$ cat config.mk
export PLATFORM = sky130hd
export DESIGN_NAME = slot_int_router
export DESIGN_NICKNAME = d
export VERILOG_FILES = /design/src/rtl/sir_pkg.sv /design/src/rtl/sir_slot_map.sv /design/src/rtl/sir_cfg_lookup.sv /design/src/rtl/sir_drive.sv /design/src/rtl/slot_int_router.sv
export SDC_FILE = /design/constraint.sdc
export NUM_CORES = 1
export LEC_CHECK = 0
export ABC_AREA = 1
export BUFFER_PORTS_ARGS = -buffer_cell sky130_fd_sc_hd__buf_2
export CAP_MARGIN = 40
export CORE_MARGIN = 4
export CORE_UTILIZATION = 37
export DETAILED_ROUTE_END_ITERATION = 7
export PLACE_DENSITY_LB_ADDON = 0.05
export SLEW_MARGIN = 20
export SYNTH_ARGS = -nofsm -noshare
export SYNTH_HDL_FRONTEND = slang
export SYNTH_SLANG_ARGS = --single-unit
$ cat constraint.sdc
create_clock -name clk -period 2.1 [get_ports clk]
set_input_delay 0.21 -clock clk [delete_from_list [all_inputs] [get_ports clk]]
set_output_delay 0.21 -clock clk [all_outputs]
set_load 0.02 [all_outputs]
$ cat src/rtl/sir_pkg.sv
package sir_pkg;
   typedef enum logic [1:0] {
      ACT_HOLD  = 2'd0,
      ACT_PULSE = 2'd1,
      ACT_HIGH  = 2'd2,
      ACT_LOW   = 2'd3
   } sir_act_e;
endpackage

$ cat src/rtl/sir_slot_map.sv
module sir_slot_map #(
   parameter int SLOT_W    = 5,
   parameter int PIN_W     = 2,
   parameter int NUM_W     = 7,
   parameter int INT_BASE  = 32,
   parameter int SOUTH_SLOT = 5,
   parameter int GFX_SLOT  = 6,
   parameter int GFX_IDX   = 4,
   parameter int NIC_SLOT  = 7,
   parameter int NIC_IDX   = 5,
   parameter int EXP_FIRST = 8,
   parameter int EXP_COUNT = 5,
   parameter int EXP_IDX   = 6
) (
   input  logic [SLOT_W-1:0] slot,
   input  logic [PIN_W-1:0]  pin,
   output logic [NUM_W-1:0]  num
);
   logic [NUM_W-1:0]     pin_ext;
   logic [NUM_W-1:0]     pin_mod4;
   logic [EXP_COUNT-1:0] exp_hit;
   logic [NUM_W-1:0]     exp_num [EXP_COUNT];

   assign pin_ext  = NUM_W'(pin);
   assign pin_mod4 = NUM_W'(pin % 4);

   // one comparator and adder per expansion slot: the swizzle rotates by slot offset
   for (genvar i = 0; i < EXP_COUNT; i++) begin : g_exp
      assign exp_hit[i] = (slot == SLOT_W'(EXP_FIRST + i));
      assign exp_num[i] = NUM_W'(INT_BASE + EXP_IDX + i) + pin_ext;
   end

   always_comb begin
      num = pin_ext;
      if (slot == SLOT_W'(SOUTH_SLOT)) begin
         num = NUM_W'(INT_BASE) + pin_mod4;
      end else if (slot == SLOT_W'(GFX_SLOT)) begin
         num = NUM_W'(INT_BASE + GFX_IDX);
      end else if (slot == SLOT_W'(NIC_SLOT)) begin
         num = NUM_W'(INT_BASE + NIC_IDX);
      end else begin
         for (int k = 0; k < EXP_COUNT; k++) begin
            if (exp_hit[k]) num = exp_num[k];
         end
      end
   end
endmodule

$ cat src/rtl/sir_cfg_lookup.sv
module sir_cfg_lookup
   import sir_pkg::*;
#(
   parameter int NUM_W    = 7,
   parameter int INT_BASE = 32,
   parameter int N_INT    = 32
) (
   input  logic [NUM_W-1:0] num,
   input  logic [N_INT-1:0] edge_cfg,
   input  logic [N_INT-1:0] pol_cfg,
   output sir_act_e         act
);
   localparam int IDX_W = (N_INT > 1) ? $clog2(N_INT) : 1;

   logic             in_range;
   logic [IDX_W-1:0] idx;

   assign in_range = (int'(num) >= INT_BASE) && (int'(num) < INT_BASE + N_INT);
   assign idx      = IDX_W'(int'(num) - INT_BASE);

   always_comb begin
      act = ACT_HOLD;
      if (in_range) begin
         if (edge_cfg[idx])     act = ACT_PULSE;
         else if (pol_cfg[idx]) act = ACT_HIGH;
         else                   act = ACT_LOW;
      end
   end
endmodule

$ cat src/rtl/sir_drive.sv
module sir_drive
   import sir_pkg::*;
(
   input  logic     clk,
   input  logic     rst_n,
   input  logic     fire,
   input  sir_act_e act,
   output logic     irq
);
   logic held_q;
   logic pulse_q;

   always_ff @(posedge clk) begin
      if (!rst_n) begin
         held_q  <= 1'b0;
         pulse_q <= 1'b0;
      end else begin
         pulse_q <= 1'b0;
         if (fire) begin
            unique case (act)
               ACT_PULSE: begin
                  pulse_q <= 1'b1;
                  held_q  <= 1'b0;
               end
               ACT_HIGH: held_q <= 1'b1;
               ACT_LOW:  held_q <= 1'b0;
               default:  held_q <= held_q;
            endcase
         end
      end
   end

   assign irq = held_q | pulse_q;
endmodule

$ cat src/rtl/slot_int_router.sv
module slot_int_router
   import sir_pkg::*;
#(
   parameter int SLOT_W     = 5,
   parameter int PIN_W      = 2,
   parameter int NUM_W      = 7,
   parameter int INT_BASE   = 32,
   parameter int N_INT      = 32,
   parameter int SOUTH_SLOT = 5,
   parameter int GFX_SLOT   = 6,
   parameter int GFX_IDX    = 4,
   parameter int NIC_SLOT   = 7,
   parameter int NIC_IDX    = 5,
   parameter int EXP_FIRST  = 8,
   parameter int EXP_COUNT  = 5,
   parameter int EXP_IDX    = 6
) (
   input  logic              clk,
   input  logic              rst_n,
   input  logic              evt_valid,
   input  logic [SLOT_W-1:0] evt_slot,
   input  logic [PIN_W-1:0]  evt_pin,
   input  logic [N_INT-1:0]  edge_cfg,
   input  logic [N_INT-1:0]  pol_cfg,
   output logic [NUM_W-1:0]  route_num,
   output logic              cpu_irq
);
   localparam int MAX_NUM  = INT_BASE + EXP_IDX + EXP_COUNT - 1 + (1 << PIN_W) - 1;
   localparam int MAX_SLOT = EXP_FIRST + EXP_COUNT - 1;

   if (MAX_NUM >= (1 << NUM_W)) begin : g_chk_num
      $error("NUM_W too narrow for the highest routed number");
   end
   if (MAX_SLOT >= (1 << SLOT_W)) begin : g_chk_slot
      $error("SLOT_W too narrow for the last expansion slot");
   end
   if (EXP_COUNT < 1) begin : g_chk_exp
      $error("EXP_COUNT must be at least 1");
   end

   sir_act_e act;

   sir_slot_map #(
      .SLOT_W(SLOT_W), .PIN_W(PIN_W), .NUM_W(NUM_W), .INT_BASE(INT_BASE),
      .SOUTH_SLOT(SOUTH_SLOT), .GFX_SLOT(GFX_SLOT), .GFX_IDX(GFX_IDX),
      .NIC_SLOT(NIC_SLOT), .NIC_IDX(NIC_IDX),
      .EXP_FIRST(EXP_FIRST), .EXP_COUNT(EXP_COUNT), .EXP_IDX(EXP_IDX)
   ) u_map (
      .slot(evt_slot),
      .pin (evt_pin),
      .num (route_num)
   );

   sir_cfg_lookup #(
      .NUM_W(NUM_W), .INT_BASE(INT_BASE), .N_INT(N_INT)
   ) u_lookup (
      .num     (route_num),
      .edge_cfg(edge_cfg),
      .pol_cfg (pol_cfg),
      .act     (act)
   );

   sir_drive u_drive (
      .clk  (clk),
      .rst_n(rst_n),
      .fire (evt_valid),
      .act  (act),
      .irq  (cpu_irq)
   );
endmodule

==> impl_metrics.yaml, run 1 <==
run_status:
  status: "complete, no violations"
timing:
  fin_crit_sh: 0.842
  period_minus_slack_ps: 1770
  finalHoldViolations: 0
  rsz0062_at_grt: "no"
  slew_viol_final: 0
  finalWorstSetupSlack_ps: 331
  setup_viol: 0
  finClkSkew_ps: 0
  fmax_ghz: 0.565
  fin_tns_setup_ps: 0
routing:
  route.detailed.drc: 0
  firstDrtPassIters: 4
  vias: 1138
  via_per_inst: 4.68
  dr.first_iter.drc_count: 31
  route.antenna.remaining_nets: 0
  routed_wl_um: 2420
  wl_per_cell_um: 9.97
finish:
  fin_cells: 243
  final_common_cell: "nand2_1"
  final_nets: 293
  final_cell_mix: "51 x nand2_1, 47 x buf_2, 32 x inv_1"
  diodes: 0
  syn2layout_area_growth_pct: 29.1
  drive_above_1_share: 0.344
  fin_area_um2: 1130
  fill_cells: 261
  final_util: 0.505
placement:
  pre_cts_ws_ps: 83.1
  io_buffers: 47
  gp_congestion: 0.854
  dpl_cell_area_um2: 1100
  dp_hpwl_um: 2040
  dp.cells: 240
die:
  die_area_um2: 3200
  rows: 17
  die_h_um: 56.6
  die_w_um: 56.6
  io_pins: 82
  core-area_um2: 2230
  start_util: 0.391
cts:
  cts-resized-gates: 0
  postCtsSetupRepairBufs: 0
  cts_buffer_depth: 2
  cts_sinks: 2
  cts_tree: "built"
  numCtsBuffers: 3
  hold_buffers: 0
  clk_latency_ps: 220
  htreeDepth: 1
  cts.clk_slew.worst_paths_ps: 30
  clock-root-buffer: "clkbuf_4"
setup_path:
  cp_max_fo: 20
  worstSetupPathType: "input port to register"
  cp.arrival_ps: 1880
  cp_data_required_time_ps: 2210
  critPathLaunchType: "input port"
  endpoint_kind: "register"
power:
  ir_drop_uv: 141
  power_density_nw_per_um2: 319
  p_leak_nw: 0.710
synthesis:
  syn-cell-area_um2: 873
  syn_area_per_cell_um2: 5.17
  ys_ff_latch: 2
  synth_cell_type_count: 27
  yosysSeqAreaShare: 0.0458
  syn-instance-count: 169
  ys_warn_count: 0
global_routing:
  first_global_vias: 1097
  grt_overflow: 0
  grt_pass1_wl_um: 4270
  grt_usage: 0.156
  grt_start_max_net_pins: 21
  antenna_found_initial: 0
hold_path:
  min_path_type: "input port to register"
flow_run:
  drv_cap: 0
synth_stat cells:
library cell / n / share of area
nand2_1: 51 / 0.22
inv_1: 32 / 0.14
nand3_1: 27 / 0.15
nand4_1: 6 / 0.043
nor2_1: 5 / 0.021
a21oi_1: 4 / 0.023
inv_2: 4 / 0.017
nand2_2: 4 / 0.029
or2_2: 4 / 0.029
nor2_2: 3 / 0.021
o211ai_1: 3 / 0.026
o21ai_1: 3 / 0.017
buf_4: 2 / 0.017
buf_6: 2 / 0.026
dfxtp_1: 2 / 0.046
ha_1: 2 / 0.029
nand2_4: 2 / 0.026
nand3_2: 2 / 0.023
o21ai_0: 2 / 0.011
o21ai_2: 2 / 0.020
a21oi_2: 1 / 0.010
buf_2: 1 / 0.0057
conb_1: 1 / 0.0043
nor2_4: 1 / 0.013
nor3_1: 1 / 0.0057
nor3_4: 1 / 0.019
or2_1: 1 / 0.0072
cell families after synthesis:
group | synth area share
simple gates | 0.610
buf+inv | 0.203
flops | 0.0458
other cells | 0.00429
compound gates | 0.107
fa+ha+maj | 0.0286
metal layers:
layer | part of all wire | GRT usage | vias up
li1 | - | - | 622
met1 | 0.44 | 0.198 | 489
met2 | 0.50 | 0.279 | 27
met3 | 0.056 | 0.0184 | 0
met4 | 0 | 0.0305 | 0
met5 | 0 | 0 | -
layout make-up:
| type | count | area (µm²) | area share |
|---|---|---|---|
| multi-input combinational | 127 | 659 | 0.585 |
| timing repair buffer | 47 | 235 | 0.209 |
| inverter | 36 | 135 | 0.120 |
| clock buffer | 3 | 22.5 | 0.0200 |
| tap | 28 | 35.0 | 0.0311 |
| sequential | 2 | 40.0 | 0.0355 |
power breakdown:
part / total (mW) / internal, mW / switching [mW] / leakage [nW]
sequential: 0.0400 / 0.0396 / 0.000477 / 0.0162
clock: 0.0889 / 0.0634 / 0.0255 / 0.0138
combinational: 0.230 / 0.0899 / 0.141 / 0.680
total: 0.359 / 0.193 / 0.167 / 0.710
worst max-delay path, stage by stage:
cell and delay, ps:
buf_2 140, nor3_4 290, nand2_1 150, nand2_2 110, nand2_2 200, or2_2 350, nand3_1 90, nand3_1 90
nand2_1 80, nand2_1 50, nand3_2 70, a21oi_2 50
per-stage QoR:
| step | power (mW) | hold WS [ps] |
|---|---|---|
| floorplan | 0.205 | 351 |
| global placement | 0.268 | 450 |
| detailed placement | 0.272 | 475 |
| CTS | 0.363 | 245 |
| global route | 0.400 | 254 |
| finish | 0.359 | 247 |
final timing paths:
kind,slack [ps],to,start,depth (start not counted)
worst max register to register,1520,u_drive.held_q,u_drive.held_q,2
worst max-delay path,330,u_drive.held_q,evt_slot[3],12
worst min register to register,490,u_drive.held_q,u_drive.held_q,2
worst min-delay path,250,u_drive.held_q,rst_n,3
flip-flops by register name, summed over array words and instances (netlist names):
register / flops
u_drive.pulse_q: 1
u_drive.held_q: 1
(Power assumes the default switching activity.)
==> inputs of run 2 (changes only) <==
--- a/config.mk
+++ b/config.mk
@@ -5,11 +5,11 @@
 export SDC_FILE = /design/constraint.sdc
 export NUM_CORES = 1
 export LEC_CHECK = 0
-export ABC_AREA = 1
+export ABC_AREA = 0
 export BUFFER_PORTS_ARGS = -buffer_cell sky130_fd_sc_hd__buf_2
 export CAP_MARGIN = 40
 export CORE_MARGIN = 4
-export CORE_UTILIZATION = 37
+export CORE_UTILIZATION = 34
 export DETAILED_ROUTE_END_ITERATION = 7
 export PLACE_DENSITY_LB_ADDON = 0.05
 export SLEW_MARGIN = 20
==> constraint.sdc (replaced) <==
create_clock -name clk -period 1.8 [get_ports clk]
set_input_delay 0.18 -clock clk [delete_from_list [all_inputs] [get_ports clk]]
set_output_delay 0.18 -clock clk [all_outputs]
set_load 0.02 [all_outputs]
==> run 2 against run 1 <==
  * The run now ends with negative setup slack left
  * Largest power group unchanged
  * Clock skew stayed put
  * Area after synthesis shrank 15%
  * Critical endpoint unchanged
  * Worst setup slack worse by 730 ps
  * Highest routed layer unchanged
  * Global-route usage down 0.95 points
  * Combinational power grew 26%
  * Critical path type unchanged
==> impl_metrics.yaml, run 2 <==
run_status:
  failed_checks: "negative setup slack"
  status: "finished with violations"
setup_path:
  path_common_cell: "mux4_2"
  crit_chain: "buf_12 > inv_12 > ha_4 > xor2_1 > o311ai_2 > nand2_2 > clkinv_4 > mux4_2 > mux4_2 > o41ai_2"
  endpoint_kind: "register"
  crit_slowest_cell: "mux4_2"
  critPathLaunchType: "input port"
  critPathMaxStageDelay_ps: 510
  worstSetupStartpoint: "evt_pin[1]"
  cp_data_required_time_ps: 1930
  worstSetupPathType: "input port to register"
  cp.arrival_ps: 2330
  cp_max_fo: 6
  r2r-start: "u_drive.held_q"
timing:
  finClkSkew_ps: 0
  fmax_ghz: 0.455
  rsz0062_at_grt: "yes"
  finalWorstSetupSlack_ps: -398
  finalHoldViolations: 0
  setup_viol: 2
  slew_viol_final: 0
  period_minus_slack_ps: 2200
  fin_crit_sh: 1.22
  fin_tns_setup_ps: -757
placement:
  dp.cells: 182
  io_buffers: 47
  dp_hpwl_um: 1880
  gp_congestion: 0.846
finish:
  final_cell_mix: "45 x buf_2, 23 x buf_4, 6 x nor2_1, 6 x nor2b_1, 6 x mux2i_1"
  reg.largest.list: "u_drive.held_q (1), u_drive.pulse_q (1)"
  syn2layout_area_growth_pct: 66.7
  final_util: 0.611
  diodes: 0
  fin_cells: 187
  final_common_cell: "buf_2"
  final_nets: 238
  drive_above_1_share: 0.569
die:
  die_h_um: 54.7
  die_area_um2: 2990
  io_pins: 82
  core-area_um2: 2020
  rows: 16
  die_w_um: 54.7
  start_util: 0.366
synthesis:
  syn-cell-area_um2: 741
  ys_ff_latch: 2
  synth_common_cells: "6 x mux2i_1, 6 x nor2_1, 6 x nor2b_1"
  syn-instance-count: 93
  synthFlopType: "dfxtp_1"
  syn_area_per_cell_um2: 7.96
  synth_edf_count: 0
  synth_top_area_cell: "mux4_1"
  synth_top_area_share: 0.106
  synth_async_sr_flop_share: 0
  yosysSeqAreaShare: 0.0541
  synth_cell_type_count: 47
  synth_area_leaders: "mux4_1 11%, mux2i_1 8.1%, mux4_2 6.1%"
  ys_warn_count: 0
power:
  p_seq_frac: 0.108
  internal_power_mw: 0.282
  p_leak_nw: 0.594
  p_comb_frac: 0.665
  power_density_nw_per_um2: 353
  total_power_mw: 0.436
  p_switching_mw: 0.153
  swShare: 0.352
  ir_drop_uv: 280
  clkPwrFrac: 0.227
global_routing:
  grtUsageMet3: 0.0327
  busiest_layer: "met1"
  use_met1: 0.219
  met2_usage: 0.219
  grt_overflow: 0
  grt_pass1_wl_um: 3340
  grt_usage: 0.146
  antenna_found_initial: 0
  grt_start_max_net_pins: 12
  first_global_vias: 819
cts:
  cts.clk_slew.worst_paths_ps: 30
  clock-root-buffer: "clkbuf_4"
  htreeDepth: 1
  numCtsBuffers: 3
  cts_tree: "built"
  cts_sinks: 2
  clk_latency_ps: 220
  cts_buffer_depth: 2
hold_path:
  hp-start: "rst_n"
  min_path_type: "input port to register"
routing:
  dr.first_iter.drc_count: 13
  wl_per_cell_um: 11.7
  firstDrtPassIters: 5
  route.antenna.remaining_nets: 0
  vias: 936
  routed_wl_um: 2180
  route.detailed.drc: 0
  via_per_inst: 5.01
flow_run:
  drv_cap: 0
run 2: cell count changes in the layout (fill, tap and decap cells not counted), sizes merged, moves of 4 or more:
cell	previous run	this run
or2	5	1
nor2b	0	6
nand2b	0	4
inv	36	5
mux4	0	5
nand2	57	3
nand3	29	5
buf	47	71
mux2i	0	6
run 2: critical path: cells and delay by family:
family                   cells  cell delay [ps]
buffers and inverters        3              240
AND/OR/NAND/NOR              1              120
AO/OA/AOI/OAI                2              440
adder cells (fa/ha/maj)      1              190
multiplexers                 2             1010
XOR/XNOR                     1              160
run 2: cell type report:
class | instances | area [µm²]
Tap cell | 27 | 33.8
Fill cell | 202 | 787
Multi-Input combinational cell | 78 | 649
Inverter | 6 | 40.0
Clock buffer | 3 | 22.5
Timing Repair Buffer | 71 | 449
Sequential cell | 2 | 40.0
run 2: worst paths after layout:
path | slack (ps) | end | cells past startpoint
worst max register to register | 1230 | u_drive.held_q | 2
worst max-delay path | -400 | u_drive.held_q | 10
worst min register to register | 490 | u_drive.held_q | 2
worst min-delay path | 220 | u_drive.held_q | 3
run 2: per-stage QoR:
| stage | setup slack (ps) | instance area [µm²] | hold WS [ps] |
|---|---|---|---|
| after global placement | -795 | 1170 | 445 |
| after CTS | -487 | 1220 | 213 |
| after global routing | -483 | 1230 | 232 |
| final | -398 | 1230 | 224 |
| after floorplan | -578 | 764 | 327 |
| after detailed placement | -839 | 1170 | 437 |
run 2: cell families after synthesis:
| kind of cell | after synthesis | synth area share |
|---|---|---|
| buffers and inverters | 14 | 0.0912 |
| adders and majority gates | 2 | 0.0338 |
| other | 1 | 0.00506 |
| muxes | 12 | 0.264 |
| AOI/OAI and AO/OA | 21 | 0.203 |
| and+or+nand+nor | 39 | 0.326 |
| xor gates and xnor gates | 2 | 0.0237 |
| DFF | 2 | 0.0541 |
run 2: layer usage:
layer | wire (µm) | share of wire
met1 | 983 | 0.45
met2 | 975 | 0.45
met3 | 221 | 0.10
met4 | 0 | 0
met5 | 0 | 0
run 2: what timing repair did:
item	4_1_cts	5_1_grt
setup buffers	1	1
resized for setup	5	2
setup endpoints to repair	2	2
cloned	0	0
pin swaps	2	1
hold buffers	0	0
run 2: power by group through the flow:
stage / Clock (mW) / Combinational, mW / Sequential [mW]
after floorplan: 0 / 0.159 / 0.0473
after global placement: 0 / 0.277 / 0.0474
after detailed placement: 0 / 0.279 / 0.0474
after CTS: 0.105 / 0.288 / 0.0469
after global routing: 0.111 / 0.317 / 0.0469
final: 0.0989 / 0.290 / 0.0469
==> inputs of run 3 (changes only) <==
--- a/config.mk
+++ b/config.mk
@@ -6,11 +6,11 @@
 export NUM_CORES = 1
 export LEC_CHECK = 0
 export ABC_AREA = 0
-export BUFFER_PORTS_ARGS = -buffer_cell sky130_fd_sc_hd__buf_2
 export CAP_MARGIN = 40
-export CORE_MARGIN = 4
-export CORE_UTILIZATION = 34
+export CORE_AREA = 4 4 41 43
 export DETAILED_ROUTE_END_ITERATION = 7
+export DIE_AREA = 0 0 45 47
+export DONT_BUFFER_PORTS = 1
 export PLACE_DENSITY_LB_ADDON = 0.05
 export SLEW_MARGIN = 20
 export SYNTH_ARGS = -nofsm -noshare
==> run 3 against run 2 <==
  * The flow still finishes with violations (negative setup slack)
  * First-iteration DRC count down 54%
  * Power down 19%
  * Hold slack worse by 110 ps
  * Worst setup slack better by 83 ps
  * Die area down 29%
  * Routed wire length down 11%
  * Combinational power down 32%
  * Sequential share of layout area up 1.2 points
  * Critical path type unchanged
  * Critical endpoint unchanged
==> impl_metrics.yaml, run 3 (synthesis results as in run 2) <==
finish:
  drive_above_1_share: 0.346
  regArea_um2: 40.0
  fill_cells: 114
  fin_area_um2: 901
  syn2layout_area_growth_pct: 21.6
  reg.largest.list: "u_drive.held_q (1), u_drive.pulse_q (1)"
  final_cell_mix: "18 x buf_4, 6 x nor2_1, 6 x nor2b_1, 6 x mux2i_1"
  diodes: 0
  final_common_cell: "buf_4"
  multiInputGateArea_um2: 642
  final_nets: 185
  final_util: 0.692
timing:
  finClkSkew_ps: 0
  finalHoldViolations: 0
  fin_crit_sh: 1.18
  period_minus_slack_ps: 2120
  rsz0062_at_grt: "yes"
  slew_viol_final: 0
  fmax_ghz: 0.473
  finalWorstSetupSlack_ps: -315
  setup_viol: 2
die:
  die_w_um: 45
  io_pins: 82
  core-area_um2: 1300
  rows: 13
  die_h_um: 47
  die_area_um2: 2120
  start_util: 0.569
global_routing:
  use_met1: 0.212
  first_global_vias: 734
  grt_usage: 0.203
  antenna_found_initial: 0
  grtUsageMet3: 0.0460
  met2_usage: 0.370
  grt_start_max_net_pins: 13
  grt_pass1_wl_um: 3080
  grt_overflow: 0
  busiest_layer: "met2"
setup_path:
  crit_family: "multiplexers"
  cp_max_fo: 7
  crit_chain: "inv_12 > ha_4 > xor2_1 > o311ai_1 > nand2_2 > clkinv_4 > mux4_2 > mux4_2 > o41ai_2"
  endpoint_kind: "register"
  cp.arrival_ps: 2260
  path_common_cell: "mux4_2"
  worstSetupPathType: "input port to register"
  critPathMaxStageDelay_ps: 500
  critPathLaunchType: "input port"
  cp_num_buf_inv: 2
  cp_data_required_time_ps: 1940
  crit_slowest_cell: "mux4_2"
routing:
  dr.first_iter.drc_count: 6
  firstDrtPassIters: 4
  via_per_inst: 6.14
  vias: 749
  route.detailed.drc: 0
  wl_per_cell_um: 15.9
  routed_wl_um: 1940
  route.antenna.remaining_nets: 0
placement:
  dp_hpwl_um: 1560
  gp_congestion: 0.812
  dpl_cell_area_um2: 861
  io_buffers: 0
cts:
  cts_buffer_depth: 2
  clk_latency_ps: 230
  cts.clk_slew.worst_paths_ps: 30
  htreeDepth: 1
  hold_buffers: 0
  clock-root-buffer: "clkbuf_4"
  cts_sinks: 2
  numCtsBuffers: 3
  cts_tree: "built"
run_status:
  failed_checks: "negative setup slack"
  status: "finished with violations"
power:
  power_density_nw_per_um2: 390
  p_leak_nw: 0.362
  ir_drop_uv: 168
  total_power_mw: 0.352
flow_run:
  drv_cap: 0
hold_path:
  min_path_type: "input port to register"
run 3: changes by cell type in the layout (fill, tap and decap cells not counted), sizes merged:
cell | before | now
buf | 71 | 18
run 3: worst paths after layout:
kind	from	endpoint	slack [ps]	depth (start not counted)
max	evt_pin[1]	u_drive.held_q	-320	9
min	rst_n	u_drive.held_q	110	2
max reg2reg	u_drive.held_q	u_drive.held_q	1220	2
min reg2reg	u_drive.held_q	u_drive.held_q	500	2
run 3: what timing repair did:
action / in CTS / in global routing
pin swaps: 1 / 0
buffers inserted: 1 / 1
resized for setup: 0 / 2
endpoints found under the setup margin: 2 / 2
run 3: stage by stage:
stage          hold WS [ps]  TNS, ps  instances  setup WS, ps
2_1_floorplan           327    -1130         94          -578
3_3_place_gp            376    -1130        117          -577
3_5_place_dp            358    -1210        117          -622
4_1_cts                 113     -642        121          -339
5_1_grt                 125     -783        122          -421
6_report                111     -597        122          -315
run 3: per-layer routing:
layer,part of all wire,up-vias
met3,0.058,5
met5,0,-
met4,0.024,0
met1,0.38,339
met2,0.54,27
li1,-,378
run 3: layout make-up:
cell class / count / area share
clock buffers: 3 / 0.0250
inverters: 6 / 0.0472
well taps: 15 / 0.0208
multi-input cells: 78 / 0.713
repair buffers: 18 / 0.150
flip-flops and latches: 2 / 0.0444
run 3: report_power, final:
part	switching (mW)	internal, mW
logic	0.0883	0.109
clock network	0.0328	0.0741
registers	0.000808	0.0464
total	0.122	0.230
